`config.mk`:
```
export PLATFORM = sky130hd
export DESIGN_NAME = irqv_top
export DESIGN_NICKNAME = d
export VERILOG_FILES = /design/src/rtl/irqv_pkg.sv /design/src/rtl/irqv_regs.sv /design/src/rtl/irqv_prio.sv /design/src/rtl/irqv_stack.sv /design/src/rtl/irqv_top.sv
export SDC_FILE = /design/constraint.sdc
export NUM_CORES = 2
export LEC_CHECK = 0
export ABC_AREA = 0
export BUFFER_PORTS_ARGS = -buffer_cell sky130_fd_sc_hd__buf_2
export CAP_MARGIN = 20
export CORE_MARGIN = 2
export CORE_UTILIZATION = 43
export DETAILED_ROUTE_END_ITERATION = 6
export GPL_TIMING_DRIVEN = 0
export SYNTH_ARGS = -nofsm -noshare
export SYNTH_HDL_FRONTEND = slang
export SYNTH_SLANG_ARGS = --single-unit
```
`constraint.sdc`:
```
create_clock -name clk -period 5.9 [get_ports clk]
set_input_delay 1.18 -clock clk [delete_from_list [all_inputs] [get_ports clk]]
set_output_delay 1.18 -clock clk [all_outputs]
set_load 0.005 [all_outputs]
```
`src/rtl/irqv_pkg.sv`:
```
package irqv_pkg;

    localparam int NUM_SRC    = 32;
    localparam int NUM_SLOT   = 16;
    localparam int SRC_IDX_W  = $clog2(NUM_SRC);
    localparam int SLOT_IDX_W = $clog2(NUM_SLOT);
    localparam int LVL_W      = $clog2(NUM_SLOT + 2);
    localparam int DATA_W     = 32;
    localparam int ADDR_W     = 12;

    // level NUM_SLOT is the default vector, NUM_SLOT+1 means nothing in service
    localparam logic [LVL_W-1:0] DEF_LVL  = LVL_W'(NUM_SLOT);
    localparam logic [LVL_W-1:0] IDLE_LVL = LVL_W'(NUM_SLOT + 1);

    typedef struct packed {
        logic                 en;
        logic [SRC_IDX_W-1:0] src;
    } slot_ctl_t;

    typedef enum logic [3:0] {
        REG_NONE,
        REG_IRQ_STAT,
        REG_FIQ_STAT,
        REG_RAW,
        REG_ROUTE,
        REG_EN_SET,
        REG_EN_CLR,
        REG_SOFT_SET,
        REG_SOFT_CLR,
        REG_PROT,
        REG_TEST,
        REG_CUR_VEC,
        REG_DEF_VEC,
        REG_SLOT_ADDR,
        REG_SLOT_CTL,
        REG_ID
    } reg_e;

    function automatic reg_e decode_reg(input logic [ADDR_W-1:0] a);
        if (a[1:0] != 2'b00)       return REG_NONE;
        if (a[11:6] == 6'h04)      return REG_SLOT_ADDR;
        if (a[11:6] == 6'h08)      return REG_SLOT_CTL;
        if (a[11:4] == 8'hFE)      return REG_ID;
        case (a)
            12'h000: return REG_IRQ_STAT;
            12'h004: return REG_FIQ_STAT;
            12'h008: return REG_RAW;
            12'h00C: return REG_ROUTE;
            12'h010: return REG_EN_SET;
            12'h014: return REG_EN_CLR;
            12'h018: return REG_SOFT_SET;
            12'h01C: return REG_SOFT_CLR;
            12'h020: return REG_PROT;
            12'h024: return REG_TEST;
            12'h030: return REG_CUR_VEC;
            12'h034: return REG_DEF_VEC;
            default: return REG_NONE;
        endcase
    endfunction

endpackage

```
`src/rtl/irqv_regs.sv`:
```
module irqv_regs
    import irqv_pkg::*;
#(
    parameter int          N_SRC   = NUM_SRC,
    parameter int          N_SLOT  = NUM_SLOT,
    parameter int          DW      = DATA_W,
    parameter int          AW      = ADDR_W,
    parameter logic [31:0] CELL_ID = 32'h0035_C0DE
) (
    input  logic                      clk,
    input  logic                      rst,
    input  logic [N_SRC-1:0]          src_i,
    input  logic                      bus_en_i,
    input  logic                      bus_we_i,
    input  logic [AW-1:0]             bus_addr_i,
    input  logic [DW-1:0]             bus_wdata_i,
    output logic [DW-1:0]             bus_rdata_o,
    input  logic [DW-1:0]             vec_addr_i,
    output logic                      claim_o,
    output logic                      eoi_o,
    output logic [N_SRC-1:0]          irq_stat_o,
    output logic [N_SRC-1:0]          fiq_stat_o,
    output slot_ctl_t [N_SLOT-1:0]    slot_ctl_o,
    output logic [N_SLOT-1:0][DW-1:0] slot_addr_o,
    output logic [DW-1:0]             def_addr_o
);

    localparam int SIW = $clog2(N_SLOT);

    logic [N_SRC-1:0] en_q, soft_q, route_q, raw;
    logic             prot_q, test_q;
    reg_e             rsel;
    logic [SIW-1:0]   slot_idx;
    logic [1:0]       id_idx;
    logic             wr_cyc, rd_cyc;

    assign rsel     = decode_reg(bus_addr_i);
    assign slot_idx = bus_addr_i[SIW+1:2];
    assign id_idx   = bus_addr_i[3:2];
    assign wr_cyc   = bus_en_i && bus_we_i;
    assign rd_cyc   = bus_en_i && !bus_we_i;

    assign claim_o = rd_cyc && (rsel == REG_CUR_VEC);
    assign eoi_o   = wr_cyc && (rsel == REG_CUR_VEC);

    assign raw        = src_i | soft_q;
    assign irq_stat_o = raw & en_q & ~route_q;
    assign fiq_stat_o = raw & en_q & route_q;

    always_ff @(posedge clk) begin
        if (rst) begin
            en_q        <= '0;
            soft_q      <= '0;
            route_q     <= '0;
            prot_q      <= 1'b0;
            test_q      <= 1'b0;
            def_addr_o  <= '0;
            slot_ctl_o  <= '0;
            slot_addr_o <= '0;
        end else if (wr_cyc) begin
            case (rsel)
                REG_EN_SET:    en_q    <= en_q | bus_wdata_i[N_SRC-1:0];
                REG_EN_CLR:    en_q    <= en_q & ~bus_wdata_i[N_SRC-1:0];
                REG_SOFT_SET:  soft_q  <= soft_q | bus_wdata_i[N_SRC-1:0];
                REG_SOFT_CLR:  soft_q  <= soft_q & ~bus_wdata_i[N_SRC-1:0];
                REG_ROUTE:     route_q <= bus_wdata_i[N_SRC-1:0];
                REG_PROT:      prot_q  <= bus_wdata_i[0];
                REG_TEST:      test_q  <= bus_wdata_i[0];
                REG_DEF_VEC:   def_addr_o <= bus_wdata_i;
                REG_SLOT_ADDR: slot_addr_o[slot_idx] <= bus_wdata_i;
                REG_SLOT_CTL:  slot_ctl_o[slot_idx] <=
                                   slot_ctl_t'(bus_wdata_i[$bits(slot_ctl_t)-1:0]);
                default: ;
            endcase
        end
    end

    always_comb begin
        bus_rdata_o = '0;
        if (rd_cyc) begin
            case (rsel)
                REG_IRQ_STAT:  bus_rdata_o = DW'(irq_stat_o);
                REG_FIQ_STAT:  bus_rdata_o = DW'(fiq_stat_o);
                REG_RAW:       bus_rdata_o = DW'(raw);
                REG_ROUTE:     bus_rdata_o = DW'(route_q);
                REG_EN_SET:    bus_rdata_o = DW'(en_q);
                REG_SOFT_SET:  bus_rdata_o = DW'(soft_q);
                REG_PROT:      bus_rdata_o = DW'(prot_q);
                REG_TEST:      bus_rdata_o = DW'(test_q);
                REG_CUR_VEC:   bus_rdata_o = vec_addr_i;
                REG_DEF_VEC:   bus_rdata_o = def_addr_o;
                REG_SLOT_ADDR: bus_rdata_o = slot_addr_o[slot_idx];
                REG_SLOT_CTL:  bus_rdata_o = DW'(slot_ctl_o[slot_idx]);
                REG_ID:        bus_rdata_o = DW'(CELL_ID[8*id_idx +: 8]);
                default:       bus_rdata_o = '0;
            endcase
        end
    end

    // enable bits written as 1 to the clear register are gone next cycle
    assert_en_clear_R2: assert property (@(posedge clk) disable iff (rst)
        (wr_cyc && rsel == REG_EN_CLR) |=> ((en_q & $past(bus_wdata_i[N_SRC-1:0])) == '0));

    // test control is zero once reset is released
    assert_test_reset_R10: assert property (@(posedge clk) disable iff (rst)
        $fell(rst) |-> (test_q == 1'b0));

endmodule

```
`src/rtl/irqv_prio.sv`:
```
module irqv_prio
    import irqv_pkg::*;
#(
    parameter int N_SRC  = NUM_SRC,
    parameter int N_SLOT = NUM_SLOT,
    parameter int DW     = DATA_W,
    parameter int LW     = LVL_W
) (
    input  logic                      clk,
    input  logic                      rst,
    input  logic [N_SRC-1:0]          irq_stat_i,
    input  slot_ctl_t [N_SLOT-1:0]    slot_ctl_i,
    input  logic [N_SLOT-1:0][DW-1:0] slot_addr_i,
    input  logic [DW-1:0]             def_addr_i,
    input  logic [LW-1:0]             top_lvl_i,
    output logic                      vec_valid_o,
    output logic [LW-1:0]             vec_lvl_o,
    output logic [DW-1:0]             vec_addr_o
);

    localparam int SIW = $clog2(N_SLOT);
    localparam logic [LW-1:0] L_DEF  = LW'(N_SLOT);
    localparam logic [LW-1:0] L_IDLE = LW'(N_SLOT + 1);

    logic [N_SLOT-1:0] slot_hit;
    logic [N_SRC-1:0]  covered;
    logic              default_req;

    for (genvar g = 0; g < N_SLOT; g++) begin : g_slot
        assign slot_hit[g] = slot_ctl_i[g].en && irq_stat_i[slot_ctl_i[g].src];
    end

    always_comb begin
        covered = '0;
        for (int i = 0; i < N_SLOT; i++) begin
            if (slot_ctl_i[i].en) covered[slot_ctl_i[i].src] = 1'b1;
        end
    end

    assign default_req = |(irq_stat_i & ~covered);

    always_comb begin
        vec_valid_o = 1'b0;
        vec_lvl_o   = L_IDLE;
        vec_addr_o  = def_addr_i;
        for (int i = N_SLOT - 1; i >= 0; i--) begin
            if (slot_hit[i] && (LW'(i) < top_lvl_i)) begin
                vec_valid_o = 1'b1;
                vec_lvl_o   = LW'(i);
                vec_addr_o  = slot_addr_i[i];
            end
        end
        if (!vec_valid_o && default_req && (top_lvl_i == L_IDLE)) begin
            vec_valid_o = 1'b1;
            vec_lvl_o   = L_DEF;
        end
    end

    // an offered slot vector has a pending source and outranks the stack top
    assert_slot_vec_R6: assert property (@(posedge clk) disable iff (rst)
        (vec_valid_o && vec_lvl_o < L_DEF) |->
            (slot_hit[vec_lvl_o[SIW-1:0]] && vec_lvl_o < top_lvl_i));

endmodule

```
`src/rtl/irqv_stack.sv`:
```
module irqv_stack
    import irqv_pkg::*;
#(
    parameter int N_SLOT = NUM_SLOT,
    parameter int LW     = LVL_W
) (
    input  logic          clk,
    input  logic          rst,
    input  logic          push_i,
    input  logic [LW-1:0] push_lvl_i,
    input  logic          pop_i,
    output logic [LW-1:0] top_lvl_o
);

    localparam int NLVL = N_SLOT + 1;
    localparam logic [LW-1:0] L_IDLE = LW'(N_SLOT + 1);

    logic [NLVL-1:0] in_svc_q;
    logic [NLVL-1:0] top_mask;

    always_comb begin
        top_lvl_o = L_IDLE;
        top_mask  = '0;
        for (int i = NLVL - 1; i >= 0; i--) begin
            if (in_svc_q[i]) begin
                top_lvl_o = LW'(i);
                top_mask  = NLVL'(1) << i;
            end
        end
    end

    always_ff @(posedge clk) begin
        if (rst) begin
            in_svc_q <= '0;
        end else if (push_i) begin
            in_svc_q <= in_svc_q | (NLVL'(1) << push_lvl_i);
        end else if (pop_i) begin
            in_svc_q <= in_svc_q & ~top_mask;
        end
    end

    // a claimed level always ranks above the current top
    assert_push_higher_R8: assert property (@(posedge clk) disable iff (rst)
        push_i |-> (push_lvl_i < top_lvl_o));

    // an end-of-service write removes exactly one level
    assert_pop_one_R9: assert property (@(posedge clk) disable iff (rst)
        (pop_i && !push_i && (|in_svc_q)) |=>
            ($countones(in_svc_q) == $countones($past(in_svc_q)) - 1));

endmodule

```
`src/rtl/irqv_top.sv`:
```
module irqv_top
    import irqv_pkg::*;
#(
    parameter logic [31:0] CELL_ID = 32'h0035_C0DE
) (
    input  logic                clk,
    input  logic                rst,
    input  logic [NUM_SRC-1:0]  src_i,
    input  logic                bus_en_i,
    input  logic                bus_we_i,
    input  logic [ADDR_W-1:0]   bus_addr_i,
    input  logic [DATA_W-1:0]   bus_wdata_i,
    output logic [DATA_W-1:0]   bus_rdata_o,
    output logic                irq_o,
    output logic                fiq_o
);

    logic [NUM_SRC-1:0]             irq_stat, fiq_stat;
    slot_ctl_t [NUM_SLOT-1:0]       slot_ctl;
    logic [NUM_SLOT-1:0][DATA_W-1:0] slot_addr;
    logic [DATA_W-1:0]              def_addr, vec_addr;
    logic                           claim, eoi, vec_valid;
    logic [LVL_W-1:0]               vec_lvl, top_lvl;

    irqv_regs #(.CELL_ID(CELL_ID)) u_regs (
        .clk         (clk),
        .rst         (rst),
        .src_i       (src_i),
        .bus_en_i    (bus_en_i),
        .bus_we_i    (bus_we_i),
        .bus_addr_i  (bus_addr_i),
        .bus_wdata_i (bus_wdata_i),
        .bus_rdata_o (bus_rdata_o),
        .vec_addr_i  (vec_addr),
        .claim_o     (claim),
        .eoi_o       (eoi),
        .irq_stat_o  (irq_stat),
        .fiq_stat_o  (fiq_stat),
        .slot_ctl_o  (slot_ctl),
        .slot_addr_o (slot_addr),
        .def_addr_o  (def_addr)
    );

    irqv_prio u_prio (
        .clk         (clk),
        .rst         (rst),
        .irq_stat_i  (irq_stat),
        .slot_ctl_i  (slot_ctl),
        .slot_addr_i (slot_addr),
        .def_addr_i  (def_addr),
        .top_lvl_i   (top_lvl),
        .vec_valid_o (vec_valid),
        .vec_lvl_o   (vec_lvl),
        .vec_addr_o  (vec_addr)
    );

    irqv_stack u_stack (
        .clk        (clk),
        .rst        (rst),
        .push_i     (claim && vec_valid),
        .push_lvl_i (vec_lvl),
        .pop_i      (eoi),
        .top_lvl_o  (top_lvl)
    );

    assign irq_o = |irq_stat;
    assign fiq_o = |fiq_stat;

endmodule

```
==> results.txt, run 1 <==
Status: did not finish
Stopped at: 5_1_grt
Stop Error: [ERROR GRT-0116] Global routing finished with congestion. Check the congestion regions in the DRC Viewer.
Cts hold-fix bufs: 0
Post-synth top area share: 30.4%
Cell Area, Placed: 53500 µm²
Synth area leaders: dfxtp_1, nand2_1, mux4_2
Mapped Nets: 6773
Die Y: 344 µm
Clock Sinks: 755
Pin count of the biggest net entering global routing: 15
Grt ovf: 1512
Yosys Warn Count: 0
Biggest area consumer among synthesized cells: dfxtp_1
First-pass GRT wire length: 680000 µm
Total CTS buffers: 82
GRT Resource Usage Total: 78.8%
PortBufs: 105
Post-Syn Area: 49800 µm²
Ys async rst share: 0%
Synth Flop Type: dfxtp_1
Die X-Extent: 344 µm
I/O pin count: 114
Unique masters post-synth: 92
CTS H-tree lvls: 3
CTS Buffer Depth: 3
Commonest cells post-synth: nand2_1, a21oi_1, dfxtp_1
GP Congestion: 1.28
Vias in the first global route: 73374
Root buffer cell: clkbuf_16
Final HPWL DP: 309000 µm
Flops & latches, synth: 755
Cell row count: 124
Syn Inst Count: 6693
Initial core utilization: 43.5%
Post-synth EDFFs: 0
Post-synthesis average cell area: 7.43 µm²
Most common cell in the netlist: nand2_1
Post-synthesis sequential area ratio: 30.4%
==> repair_timing <==
item                                    CTS
endpoints found under the setup margin   48
resized for setup                       859
pin swaps                               115
buffers inserted                        181
gates cloned                              1
==> metrics by stage <==
stage	util [%]	hold slack (ns)	cells	setup slack [ns]
floorplan	-	0.427	6693	0.362
detailed placement	46.7	0.447	8402	-3.13
CTS	53.2	0.455	8697	-0.0586
global placement	45.6	0.445	8310	-5.59
==> per-layer routing <==
layer,track usage (%),overflow
met2,94.9,948
met4,77.1,508
met1,78.3,14
met5,33.3,4
met3,65.9,38
==> kinds of logic after synthesis <==
| logic type | Yosys count | synth area share [%] |
|---|---|---|
| buf+inv | 743 | 5.76 |
| compound gates | 1855 | 23.6 |
| mux | 316 | 12.7 |
| flops | 755 | 30.4 |
| simple gates | 3022 | 27.6 |
| xor+xnor | 2 | 0.0352 |
==> inputs of run 2 (changes only) <==
--- a/config.mk
+++ b/config.mk
@@ -9,9 +9,10 @@
 export BUFFER_PORTS_ARGS = -buffer_cell sky130_fd_sc_hd__buf_2
 export CAP_MARGIN = 20
 export CORE_MARGIN = 2
-export CORE_UTILIZATION = 43
+export CORE_UTILIZATION = 28
 export DETAILED_ROUTE_END_ITERATION = 6
 export GPL_TIMING_DRIVEN = 0
+export PLACE_DENSITY_LB_ADDON = 0.15
 export SYNTH_ARGS = -nofsm -noshare
 export SYNTH_HDL_FRONTEND = slang
 export SYNTH_SLANG_ARGS = --single-unit
==> results.txt, run 2 <==
Critical Path RT: 4.72 ns
Max-Cap Viols: 0
Max VDD drop: 238 µV
First-pass GRT wire length: 617000 µm
Dpl cells: 9300
Synth area leaders: dfxtp_1, nand2_1, mux4_2
Leakage power: 22.5 nW
PwrDens: 182 nW/µm²
DRT iter0 DRCs: 10682
Via count: 67199
Commonest non-fill, non-tap cell in the layout: nand2_1
Initial antenna violation count: 56
Die X-Extent: 426 µm
FILL cells: 18457
Top reg by flops: u_regs.slot_addr_o
Finished Layout Cells: 9862
Reg2Reg Depth: 15
Syn Inst Count: 6693
Final net count: 7476
Grt ovf: 0
Cell area after layout: 68500 µm²
Largest register FFs: 512
Cell row count: 154
Worst EP arrival: 5.08 ns
Die Y: 426 µm
CP Capture Type: output pin
Synth Flop Type: dfxtp_1
Tmin final: 6.26 ns
DR WL/cell: 48.8 µm
Yosys Warn Count: 0
Final wirelength: 481000 µm
Vias per inst: 6.81
Biggest regs: u_regs.slot_addr_o: 512 flops, u_regs.slot_ctl_o: 96 flops
GP Congestion: 1.13
Max frequency: 160 MHz
Core area: 176000 µm²
Layout cells sized above 1: 25.9%
Post-synthesis sequential area ratio: 30.4%
I/O pin count: 114
Combinational share of power: 7.1%
Status: finished, violations left
Hold crit path type: register to register
Root buffer cell: clkbuf_16
Vias in the first global route: 61352
Post-Syn Area: 49800 µm²
P_int: 9.01 mW
GRT Resource Usage Total: 51.5%
Clock Sinks: 755
Worst slack, placed: -3.90 ns
Skew-Pair Late Insertion Delay: 0.77 ns
Mapped Nets: 6773
Most common cell in the netlist: nand2_1
Total CTS buffers: 95
Post-synth EDFFs: 0
DRC: 0
Post-synthesis average cell area: 7.43 µm²
Switch Pwr: 3.43 mW
WHS: 0.457 ns
Pin count of the biggest net entering global routing: 14
Failing checks: negative setup slack
Cts hold-fix bufs: 0
Final Cycle Share: 106%
Net Sw Frac: 27.5%
Unique masters post-synth: 92
Actual slew at the worst max-slew pin: 1.39 ns
CTS H-tree lvls: 3
Slew headroom: 7.57%
Worst Hold Depth: 2
Post-synth top area share: 30.4%
Cell Area, Placed: 55600 µm²
CTS tree: built
Total die area: 181000 µm²
Commonest cells post-synth: nand2_1, a21oi_1, dfxtp_1
CP startpoint kind: primary input
Final worst slack: -0.360 ns
Antenna Nets Post-Route: 0
CTS Buffer Depth: 3
Synthesis-to-finish area growth: 37.6%
Commonest non-fill, non-tap cells in the layout: nand2_1, a21oi_1, dfxtp_1, clkbuf_1, buf_4
Initial core utilization: 28.2%
PortBufs: 105
Flops & latches, synth: 755
Clock Skews: 0.0477 ns
Seq pwr share: 41.0%
Number of hold violations in the final report: 0
Biggest area consumer among synthesized cells: dfxtp_1
Peak fanout along the critical path: 5
Endpoints failing setup: 32
Clock network fraction of total power: 52.0%
Final Max Tran Viols: 0
Clock slew at reported path FFs: 0.06 ns
Ys async rst share: 0%
Crit path kind: primary input to output pin
First-pass DRT Iterations: 7
Final HPWL DP: 374000 µm
Unrepaired setup endpoints after global routing: yes
run 2: logic make-up (layout without fill, tap and decap cells):
group                  count (synthesis)  count (layout)  synth area share (%)
AND/OR/NAND/NOR                     3022            3022                  27.6
other                                  0              49                     0
multiplexers                         316             316                  12.7
XOR/XNOR                               2               2                0.0352
flip-flops                           755             755                  30.4
AO/OA/AOI/OAI                       1855            1855                  23.6
buffers and inverters                743            1523                  5.76
run 2: worst max-delay path, cell delays in order:
cell       delay, ns
buf_6           0.09
nor2_4          0.54
nor2_4          0.06
buf_6           0.17
mux4_2          0.45
or3b_4          0.42
nand4_1         0.10
buf_6           0.15
buf_12          0.13
nor3_4          0.05
buf_4           0.13
buf_6           0.12
a2111oi_4       0.39
o2111ai_1       0.24
o211ai_1        0.25
a21oi_2         0.11
o31ai_4         0.26
buf_2           0.17
run 2: routing by layer:
metal  global-route usage (%)  vias to the layer above  wire length, µm
li1                         -                    25991                -
met1                     53.2                    32868           157000
met2                     77.0                     5921           203000
met4                     55.6                       26            66500
met5                     1.08                        -              276
met3                     19.3                     2393            53400
run 2: power groups by stage:
stage | clock [mW] | sequential [mW] | combinational (mW)
global placement | 0 | 5.21 | 0.719
CTS | 6.44 | 5.10 | 0.803
global route | 6.64 | 5.09 | 0.846
detailed placement | 0 | 5.21 | 0.764
finish | 6.47 | 5.09 | 0.878
floorplan | 0 | 5.21 | 0.270
run 2: final cells by class:
cell class	instances	area [µm²]	area share, %
well taps	2340	2930	4.28
clock buffers	139	2840	4.14
flip-flops and latches	755	15200	22.2
plain buffers	625	4020	5.87
repair buffers	658	6850	10.0
multi-input cells	5195	35800	52.3
inverters	66	260	0.380
clock inverters	35	483	0.705
diodes	49	123	0.179
run 2: worst paths after layout:
kind	from	endpoint	slack (ns)
setup / recovery	src_i[8]	bus_rdata_o[22]	-0.36
hold / removal	u_stack.in_svc_q[16]	u_stack.in_svc_q[16]	0.46
setup reg to reg	u_regs.slot_ctl_o[9]	u_stack.in_svc_q[16]	0.18
hold reg to reg	u_stack.in_svc_q[16]	u_stack.in_svc_q[16]	0.46
run 2: repair_timing:
action                      CTS  global route
gates cloned                  5             2
setup endpoints to repair    72            33
resized for setup          1201           427
setup buffers               270           117
pin swaps                   188           187
run 2: stage by stage:
stage / total power [mW] / setup TNS, ns / util [%]
final: 12.4 / -7.51 / 38.8
after global routing: 12.6 / -6.09 / 38.8
after CTS: 12.3 / -3.78 / 37.3
after detailed placement: 5.97 / -203.17 / 31.5
after global placement: 5.93 / -1196.77 / 30.2
after floorplan: 5.48 / 0 / -
Power figures use the tool's default switching activity.
